[src/rtl/swd_probe_pkg.sv]
// Shared phase encoding and fixed link constants for the debug-link probe.
// Assumes: a single host-side sequence; no parameters live here.
package swd_probe_pkg;

    typedef enum logic [3:0] {
        PH_OFF,
        PH_RST1,
        PH_SWITCH,
        PH_RST2,
        PH_IDLE,
        PH_REQ,
        PH_TRN1,
        PH_ACK,
        PH_DATA,
        PH_PAR,
        PH_TRN2,
        PH_TAIL
    } swd_phase_e;

    // Mode-select word in LSB-first form (16'h79E7 MSB first).
    localparam logic [15:0] SEL_WORD  = 16'hE79E;
    // Identification read request in LSB-first form.
    localparam logic [7:0]  ID_REQ    = 8'hA5;
    // Acknowledge value for a successful transfer.
    localparam logic [2:0]  ACK_OK    = 3'b001;
    localparam int          SEL_BITS  = 16;
    localparam int          REQ_BITS  = 8;
    localparam int          ACK_BITS  = 3;
    localparam int          DATA_BITS = 32;

endpackage

[src/rtl/swd_clk_gen.sv]
// Debug clock generator: while run is high, toggles swclk every DIV system
// clocks and flags the system-clock cycle of each rising and falling edge.
// Assumes: DIV >= 1; swclk is parked low whenever run is low.
module swd_clk_gen #(
    parameter int DIV = 2
) (
    input  logic clk,
    input  logic rst_n,
    input  logic run,
    output logic swclk,
    output logic rise_evt,
    output logic fall_evt
);
    localparam int CW = (DIV > 1) ? $clog2(DIV) : 1;
    localparam logic [CW-1:0] LAST = CW'(DIV - 1);

    logic [CW-1:0] div_cnt;
    logic          wrap;

    assign wrap     = run && (div_cnt == LAST);
    assign rise_evt = wrap && !swclk;
    assign fall_evt = wrap && swclk;

    // Half-period counter and clock toggle.
    always_ff @(posedge clk) begin
        if (!rst_n || !run) begin
            div_cnt <= '0;
            swclk   <= 1'b0;
        end else if (div_cnt == LAST) begin
            div_cnt <= '0;
            swclk   <= ~swclk;
        end else begin
            div_cnt <= div_cnt + 1'b1;
        end
    end

    AST_CLK_PARKED: assert property (@(posedge clk) disable iff (!rst_n)
        (!run && !swclk) |=> !swclk);

    AST_EVT_EXCLUSIVE: assert property (@(posedge clk) disable iff (!rst_n)
        !(rise_evt && fall_evt));

endmodule

[src/rtl/swd_seq_ctrl.sv]
// Sequence controller: walks the bring-up phases slot by slot, advancing on
// each falling debug-clock edge, and decides the line value and ownership.
// Assumes: ack_code is final when the last acknowledge slot ends.
module swd_seq_ctrl
    import swd_probe_pkg::*;
#(
    parameter int RST_CYC  = 53,
    parameter int IDLE_CYC = 2
) (
    input  logic       clk,
    input  logic       rst_n,
    input  logic       start,
    input  logic       fall_evt,
    input  logic [2:0] ack_code,
    output swd_phase_e phase,
    output logic [1:0] slot_lo,
    output logic       start_ok,
    output logic       busy,
    output logic       done,
    output logic       drv_bit,
    output logic       drv_en
);
    localparam int MAXLEN = (RST_CYC > DATA_BITS) ? RST_CYC : DATA_BITS;
    localparam int CNTW   = $clog2(MAXLEN) + 1;

    logic [CNTW-1:0] slot;
    logic [CNTW-1:0] last_slot;
    logic            phase_end;

    assign busy     = (phase != PH_OFF);
    assign start_ok = start && !busy;
    assign slot_lo  = slot[1:0];

    // Index of the final slot in the current phase.
    always_comb begin
        unique case (phase)
            PH_RST1, PH_RST2: last_slot = CNTW'(RST_CYC - 1);
            PH_SWITCH:        last_slot = CNTW'(SEL_BITS - 1);
            PH_IDLE, PH_TAIL: last_slot = CNTW'(IDLE_CYC - 1);
            PH_REQ:           last_slot = CNTW'(REQ_BITS - 1);
            PH_ACK:           last_slot = CNTW'(ACK_BITS - 1);
            PH_DATA:          last_slot = CNTW'(DATA_BITS - 1);
            default:          last_slot = '0;
        endcase
    end

    assign phase_end = fall_evt && (slot == last_slot);

    // Phase and slot advance on each falling debug-clock edge.
    always_ff @(posedge clk) begin
        if (!rst_n) begin
            phase <= PH_OFF;
            slot  <= '0;
        end else if (start_ok) begin
            phase <= PH_RST1;
            slot  <= '0;
        end else if (phase_end) begin
            slot <= '0;
            unique case (phase)
                PH_RST1:   phase <= PH_SWITCH;
                PH_SWITCH: phase <= PH_RST2;
                PH_RST2:   phase <= PH_IDLE;
                PH_IDLE:   phase <= PH_REQ;
                PH_REQ:    phase <= PH_TRN1;
                PH_TRN1:   phase <= PH_ACK;
                PH_ACK:    phase <= (ack_code == ACK_OK) ? PH_DATA : PH_TRN2;
                PH_DATA:   phase <= PH_PAR;
                PH_PAR:    phase <= PH_TRN2;
                PH_TRN2:   phase <= PH_TAIL;
                default:   phase <= PH_OFF;
            endcase
        end else if (fall_evt) begin
            slot <= slot + 1'b1;
        end
    end

    // Completion flag, held until the next accepted start.
    always_ff @(posedge clk) begin
        if (!rst_n || start_ok) begin
            done <= 1'b0;
        end else if (phase_end && phase == PH_TAIL) begin
            done <= 1'b1;
        end
    end

    // Host line value and ownership per phase.
    always_comb begin
        drv_en  = 1'b0;
        drv_bit = 1'b0;
        unique case (phase)
            PH_RST1, PH_RST2: begin drv_en = 1'b1; drv_bit = 1'b1; end
            PH_SWITCH: begin drv_en = 1'b1; drv_bit = SEL_WORD[slot[3:0]]; end
            PH_IDLE, PH_TAIL: begin drv_en = 1'b1; drv_bit = 1'b0; end
            PH_REQ:    begin drv_en = 1'b1; drv_bit = ID_REQ[slot[2:0]]; end
            default:   begin drv_en = 1'b0; drv_bit = 1'b0; end
        endcase
    end

    AST_DONE_NOT_BUSY: assert property (@(posedge clk) disable iff (!rst_n)
        done |-> !busy);

    AST_START_IGNORED: assert property (@(posedge clk) disable iff (!rst_n)
        (busy && start && !phase_end) |=> (busy && !done));

    AST_NO_DATA_ON_FAIL: assert property (@(posedge clk) disable iff (!rst_n)
        (phase == PH_DATA) |-> (ack_code == ACK_OK));

endmodule

[src/rtl/swd_rx_capture.sv]
// Receive capture: stores acknowledge and data bits sampled on rising debug
// clock edges and compares the received parity bit with the data.
// Assumes: the phase and slot index are stable across each rising edge.
module swd_rx_capture
    import swd_probe_pkg::*;
(
    input  logic        clk,
    input  logic        rst_n,
    input  logic        clr,
    input  logic        busy,
    input  logic        rise_evt,
    input  swd_phase_e  phase,
    input  logic [1:0]  slot_lo,
    input  logic        din,
    output logic [2:0]  ack_code,
    output logic [31:0] id_word,
    output logic        par_err
);
    // Sample target bits into acknowledge, data and parity state.
    always_ff @(posedge clk) begin
        if (!rst_n || clr) begin
            ack_code <= '0;
            id_word  <= '0;
            par_err  <= 1'b0;
        end else if (rise_evt) begin
            unique case (phase)
                PH_ACK:  ack_code[slot_lo] <= din;
                PH_DATA: id_word <= {din, id_word[31:1]};
                PH_PAR:  par_err <= (^id_word) ^ din;
                default: ;
            endcase
        end
    end

    AST_ID_ONLY_ON_OK: assert property (@(posedge clk) disable iff (!rst_n)
        ($past(busy) && busy && !$stable(id_word)) |-> (ack_code == ACK_OK));

    AST_ACK_HELD: assert property (@(posedge clk) disable iff (!rst_n)
        ($past(busy) && busy && $past(phase) != PH_ACK) |-> $stable(ack_code));

endmodule

[src/rtl/swd_id_probe.sv]
// Top: serial-wire debug host that brings a target into serial-wire mode
// and reads its identification register after one start pulse.
// Assumes: swdio_i is the pad value, pulled high when nobody drives it.
module swd_id_probe #(
    parameter int DIV      = 2,
    parameter int RST_CYC  = 53,
    parameter int IDLE_CYC = 2
) (
    input  logic        clk,
    input  logic        rst_n,
    input  logic        start,
    output logic        swclk,
    output logic        swdio_o,
    output logic        swdio_oe,
    input  logic        swdio_i,
    output logic        busy,
    output logic        done,
    output logic [31:0] id_word,
    output logic [2:0]  ack_code,
    output logic        par_err
);
    import swd_probe_pkg::*;

    swd_phase_e phase;
    logic [1:0] slot_lo;
    logic       start_ok;
    logic       rise_evt;
    logic       fall_evt;

    swd_clk_gen #(.DIV(DIV)) u_clk (
        .clk      (clk),
        .rst_n    (rst_n),
        .run      (busy),
        .swclk    (swclk),
        .rise_evt (rise_evt),
        .fall_evt (fall_evt)
    );

    swd_seq_ctrl #(.RST_CYC(RST_CYC), .IDLE_CYC(IDLE_CYC)) u_ctrl (
        .clk      (clk),
        .rst_n    (rst_n),
        .start    (start),
        .fall_evt (fall_evt),
        .ack_code (ack_code),
        .phase    (phase),
        .slot_lo  (slot_lo),
        .start_ok (start_ok),
        .busy     (busy),
        .done     (done),
        .drv_bit  (swdio_o),
        .drv_en   (swdio_oe)
    );

    swd_rx_capture u_rx (
        .clk      (clk),
        .rst_n    (rst_n),
        .clr      (start_ok),
        .busy     (busy),
        .rise_evt (rise_evt),
        .phase    (phase),
        .slot_lo  (slot_lo),
        .din      (swdio_i),
        .ack_code (ack_code),
        .id_word  (id_word),
        .par_err  (par_err)
    );

    AST_OE_NEEDS_BUSY: assert property (@(posedge clk) disable iff (!rst_n)
        swdio_oe |-> busy);

    AST_DRIVE_ON_FALL: assert property (@(posedge clk) disable iff (!rst_n)
        ($past(busy) && busy && !$stable({swdio_o, swdio_oe})) |-> $fell(swclk));

endmodule

[config.mk]
export PLATFORM = sky130hd
export DESIGN_NAME = swd_id_probe
export DESIGN_NICKNAME = d
export VERILOG_FILES = /design/src/rtl/swd_probe_pkg.sv /design/src/rtl/swd_clk_gen.sv /design/src/rtl/swd_seq_ctrl.sv /design/src/rtl/swd_rx_capture.sv /design/src/rtl/swd_id_probe.sv
export SDC_FILE = /design/constraint.sdc
export NUM_CORES = 1
export LEC_CHECK = 0
export ABC_AREA = 1
export BUFFER_PORTS_ARGS = -buffer_cell sky130_fd_sc_hd__buf_4
export CORE_MARGIN = 2
export CORE_UTILIZATION = 61
export CTS_BUF_LIST = sky130_fd_sc_hd__clkbuf_16
export DETAILED_ROUTE_END_ITERATION = 12
export PLACE_DENSITY = 0.83
export SKIP_LAST_GASP = 1
export SLEW_MARGIN = 10
export SYNTH_ARGS = -nofsm -noshare
export SYNTH_HDL_FRONTEND = slang
export SYNTH_HIERARCHICAL = 1
export SYNTH_SLANG_ARGS = --single-unit
[constraint.sdc]
create_clock -name clk -period 6.7 [get_ports clk]
set_input_delay 1.34 -clock clk [delete_from_list [all_inputs] [get_ports clk]]
set_output_delay 1.34 -clock clk [all_outputs]
set_load 0.01 [all_outputs]
# == Word-level counts from Yosys, hierarchy flattened ==
# Memories as Yosys holds them, arrays and structs flattened. A register that Yosys moved wholly into a read port is not among the register bits.
# Cells that the tools add are included.
# totals
register_bits,50
romBits,120
input_bits,4
output_inout_bits,41
word_cells,72
n_memories,3
# classes
addsub,2
order_cmp,4
n_eq_ne,13
mux,15
bitwise_logic,3
n_reduce_logical,23
# mem_list
memory,words,word_bits,read_ports,rd_clocked_by_memory_dff,write_ports,line,rtl
(no name shown),16,6,1,0,0,swd_seq_ctrl.sv:36,unique case (phase)
(no name shown),16,1,1,1,0,swd_seq_ctrl.sv:92,PH_SWITCH: begin drv_en = 1'b1; drv_bit = SEL_WORD[slot[3:0]]; end
(no name shown),8,1,1,1,0,swd_seq_ctrl.sv:94,PH_REQ: begin drv_en = 1'b1; drv_bit = ID_REQ[slot[2:0]]; end
# ops
operator,n
case mux 4 bit (10 select lines),1
parity 32 bit,1
"== test 4 x 3 -> 1 bit, second input constant",4
"== test 4 bit, second input constant",4
"== test 4 x 2 -> 1 bit, second input constant",2
2-to-1 mux 4 bit,2
"adder 7 x 1 -> 7 bit, second input constant",1
== test 7 bit,1
logical AND 1 bit,7
2-to-1 mux 1 bit,6
2-to-1 mux 3 bit,2
AND reduction 2 bit,3
OR reduction 2 bit,3
OR reduction 6 bit,1
"< comparator 4 x 5 -> 1 bit, second input constant",1
"== test 4 x 1 -> 1 bit, second input constant",1
"< comparator 3 x 4 -> 1 bit, second input constant",1
nonzero test 4 bit,1
bitwise mux 3 bit,1
"== test 3 x 1 -> 1 bit, second input constant",1
zero test 1 bit,3
"< comparator 2 x 3 -> 1 bit, second input constant",1
case mux 1 bit (3 select lines),1
OR reduction 3 bit,1
8 further kinds,10

# == Depth between registers and ports, before layout ==
# depth
depth_word,6
ltp_mapped,18

# == Hierarchy ==
# Netlist, hierarchy kept.
# modules_own_cells
mod,instances,cells_each,area_per_inst_um2,seq_area_each_um2
swd_rx_capture,1,337,2089.5,720.7
swd_seq_ctrl,1,159,1074.8,280.3
swd_clk_gen,1,13,83.8,40.0

# == Worst setup path before layout ==
# Ideal clock, no wire load.
# synth_timing
path_type,register to register
startpoint,register u_ctrl.phase[0]
endpoint,register with a tool-made name
setup_time_ns,0.113
arrival_ns,2.659
setup_slack_ns,3.928
stages_incl_launch_ff,19
path_buffers,1
cell_sequence,dfxtp_1 > inv_1 > ha_1 > nand2_1 > inv_1 > nor2_1 > inv_1 > or2_1 > a21oi_1 > nand2_1 > nor2_2 > nand3_2 > buf_6 > nand3_1 > inv_1 > ha_1 > nand4_1 > nand3_1 > nand2_1
# synth_rtl
item,line,rtl
start: declaration,swd_seq_ctrl.sv:15,"output swd_phase_e phase,"
start signal: assignment,swd_seq_ctrl.sv:66,PH_ACK: phase <= (ack_code == ACK_OK) ? PH_DATA : PH_TRN2;

==> flow_metrics.py <==
metrics = {
    "synth": {
        "synthDistinctLibCells": 35,
        "ys_seq_elements": 52,
        "synthCells": 509,
        "synth_ff_type": "dfxtp_1",
        "yosysWarnings": 6,
        "yosysTopAreaCellShare": 0.320,
        "synthTopCellsByArea": "dfxtp_1, nand2_1, a211oi_1, inv_1, nor2_1",
        "synth_area_per_cell_um2": 6.38,
        "yosysSeqAreaShare": 0.320,
        "postSynth.asyncResetShare": 0,
        "syn_nets": 520,
        "synth_edf_count": 0,
        "yosys.area.top_type": "dfxtp_1",
        "netlist_area_mm2": 0.00325,
    },
    "sta": {
        "setup-tns-final_ns": 0,
        "setup_slack_ns": 3.33,
        "setup_viol": 0,
        "drv_slew": 0,
        "timing.fmax_mhz": 297,
        "period_needed_ns": 3.37,
        "fin_skew_ns": 0.00481,
        "finalHoldViolCount": 0,
        "period_share": 0.503,
        "rsz0062_at_grt": "false",
        "slew_headroom": 0.639,
        "tightest_slew_ns": 0.542,
    },
    "clocking": {
        "post_cts_resized": 0,
        "cts_setup_buffers": 0,
        "clock_latency_ns": 0.29,
        "hold_buffers": 0,
        "clock_path_buffers": 2,
        "numCtsBuffers": 5,
        "clock_sinks": 52,
        "cts_htree_levels": 2,
        "cts_tree": "yes",
        "root_buffer": "clkbuf_16",
        "cts.clk_slew.worst_paths_ns": 0.07,
    },
    "global_route": {
        "grt_pass1_vias": 2721,
        "grt_max_degree": 58,
        "antenna_found_initial": 0,
        "grt_pass1_wl_mm": 11.7,
        "track_usage": 0.237,
        "grt_overflow_total": 0,
    },
    "drt": {
        "drt_wl_total_mm": 7.03,
        "drt_pre_antenna_iters": 5,
        "vias_per_cell": 5.09,
        "vias": 3155,
        "remaining_drc_errors": 0,
        "wl_per_cell_um": 11.3,
        "first_iter_violations": 158,
        "ant_nets": 0,
    },
    "power": {
        "p_sw_w": 0.000138,
        "p_clk_frac": 0.429,
        "swShare": 0.232,
        "p_int_w": 0.000456,
        "leakage_nw": 1.76,
        "vdd_drop_max_uv": 104,
        "sequentialPowerShare": 0.525,
        "powerDensity_mw_per_mm2": 158,
        "p_comb_frac": 0.046,
    },
    "place": {
        "pre_cts_slack_ns": 3.34,
        "globalplace.congestion": 0.889,
        "dp_hpwl_mm": 5.15,
        "dpl_cell_area_mm2": 0.00361,
        "port_buffers": 44,
    },
    "finish": {
        "final_cell_mix": "nand2_1, inv_1, nor2_1, dfxtp_1, buf_4",
        "final_common_cell": "nand2_1",
        "utilization": 0.734,
        "antennaDiodeCount": 0,
        "design_area_mm2": 0.00375,
        "layout-drive-gt1-share": 0.182,
        "nets": 560,
        "syn_to_final_growth_pct": 15.5,
    },
    "setup_path": {
        "crit_path_end_kind": "flip-flop",
        "ff2ff_path_depth": 17,
        "arrival_ns": 3.56,
        "cp-startpoint": "u_ctrl/phase[0]$_SDFFE_PN0P_",
        "criticalPathCategory": "reg2reg",
        "worst_setup_path_start_kind": "flip-flop",
        "worst_ep_required_time_ns": 6.89,
        "crit-reg2reg-launch": "u_ctrl/phase[0]$_SDFFE_PN0P_",
        "r2r_setup_slack_ns": 3.33,
        "worstPathMaxFanout": 11,
    },
    "flow_run": {
        "maxCapViolCount": 0,
    },
    "floorplan": {
        "start_util": 0.636,
        "die_y_um": 77.0,
        "io_pins": 45,
        "coreArea_mm2": 0.00511,
        "fp-row-count": 26,
        "die-area_mm2": 0.00592,
        "chipWidth_um": 77.0,
    },
    "run_status": {
        "status": "finished clean",
    },
    "hold_path": {
        "hold_end": "u_clk/div_cnt$_SDFF_PP0_",
        "min_path_type": "reg2reg",
        "hold_path_depth": 1,
        "min_from": "u_clk/div_cnt$_SDFF_PP0_",
    },
}
==> Yosys cell counts, drive strengths merged, types with 4 or more instances <==
cell type,instances
nor2,62
buf,10
inv,73
dfxtp,52
nand3,26
a21oi,12
o21ai,10
a211oi,29
nand2,191
nor3,4
xor2,9
nand4,7
ha,7
==> sequential cells by signal (all words and copies together) (netlist names), named ones only <==
| name | flops |
|---|---|
| u_rx/id_word | 32 |
| u_ctrl/slot | 7 |
| u_ctrl/phase | 4 |
| u_rx/ack_code | 3 |
| u_clk/div_cnt | 1 |
| u_clk/swclk | 1 |
| u_ctrl/done | 1 |
| u_rx/par_err | 1 |
==> power groups by stage <==
stage / clock network, W / registers (W) / logic [W]
4_1_cts: 0.000259 / 0.000312 / 0.0000273
3_5_place_dp: 0 / 0.000319 / 0.0000271
6_report: 0.000255 / 0.000312 / 0.0000273
2_1_floorplan: 0 / 0.000318 / 0.0000179
3_3_place_gp: 0 / 0.000319 / 0.0000271
5_1_grt: 0.000270 / 0.000312 / 0.0000302
==> kinds of logic (layout without fill, tap and decap cells) <==
kind of cell               Yosys count  after routing  synth area share
DFF                                 52             52             0.320
and+or+nand+nor                    297            297             0.401
adders and majority gates            7              7            0.0270
buffers and inverters               89            130             0.116
AOI/OAI and AO/OA                   52             52             0.103
xor gates and xnor gates            12             12            0.0324
==> final cells by class <==
cell class                      count  area (um2)
Inverter                           76         293
Timing Repair Buffer               46         345
Tap cell                           70        87.6
Clock buffer                        5         125
Sequential cell                    52        1040
Clock inverter                      3        20.0
Fill cell                         441        1360
Multi-Input combinational cell    368        1840
==> worst max path at each step <==
stage	to	slack (ns)	cells after the start
after floorplan	flip-flop	3.93	18
after global placement	flip-flop	3.53	17
after detailed placement	flip-flop	3.34	17
after CTS	flip-flop	3.35	17
after global routing	flip-flop	2.96	17
final	flip-flop	3.33	17
==> worst max-delay path, cell delays in order (launching register included) <==
cell and delay [ns]:
dfxtp_1 0.53, inv_1 0.18, ha_1 0.31, nand2_1 0.15
inv_1 0.05, nor2_1 0.32, inv_1 0.10, or2_1 0.21
a21oi_1 0.12, nand2_1 0.08, nor2_2 0.09, nand3_2 0.26
nand2_2 0.26, nor2_2 0.09, ha_1 0.29, nand4_1 0.08
nand3_1 0.10, nand2_1 0.05
==> per-stage QoR <==
step | hold WS, ns | total power [W] | instances
floorplan | 0.426 | 0.000336 | 509
global placement | 0.439 | 0.000346 | 612
detailed placement | 0.474 | 0.000346 | 612
CTS | 0.485 | 0.000598 | 620
global route | 0.505 | 0.000612 | 620
finish | 0.483 | 0.000594 | 620
==> per-layer routing <==
layer	up-vias	routed length, um	global-route usage
met1	1405	3270	0.295
met5	-	0	0
li1	1672	-	-
met3	6	339	0.0388
met4	0	73	0.0679
met2	72	3340	0.424
(Power assumes the default switching activity.)
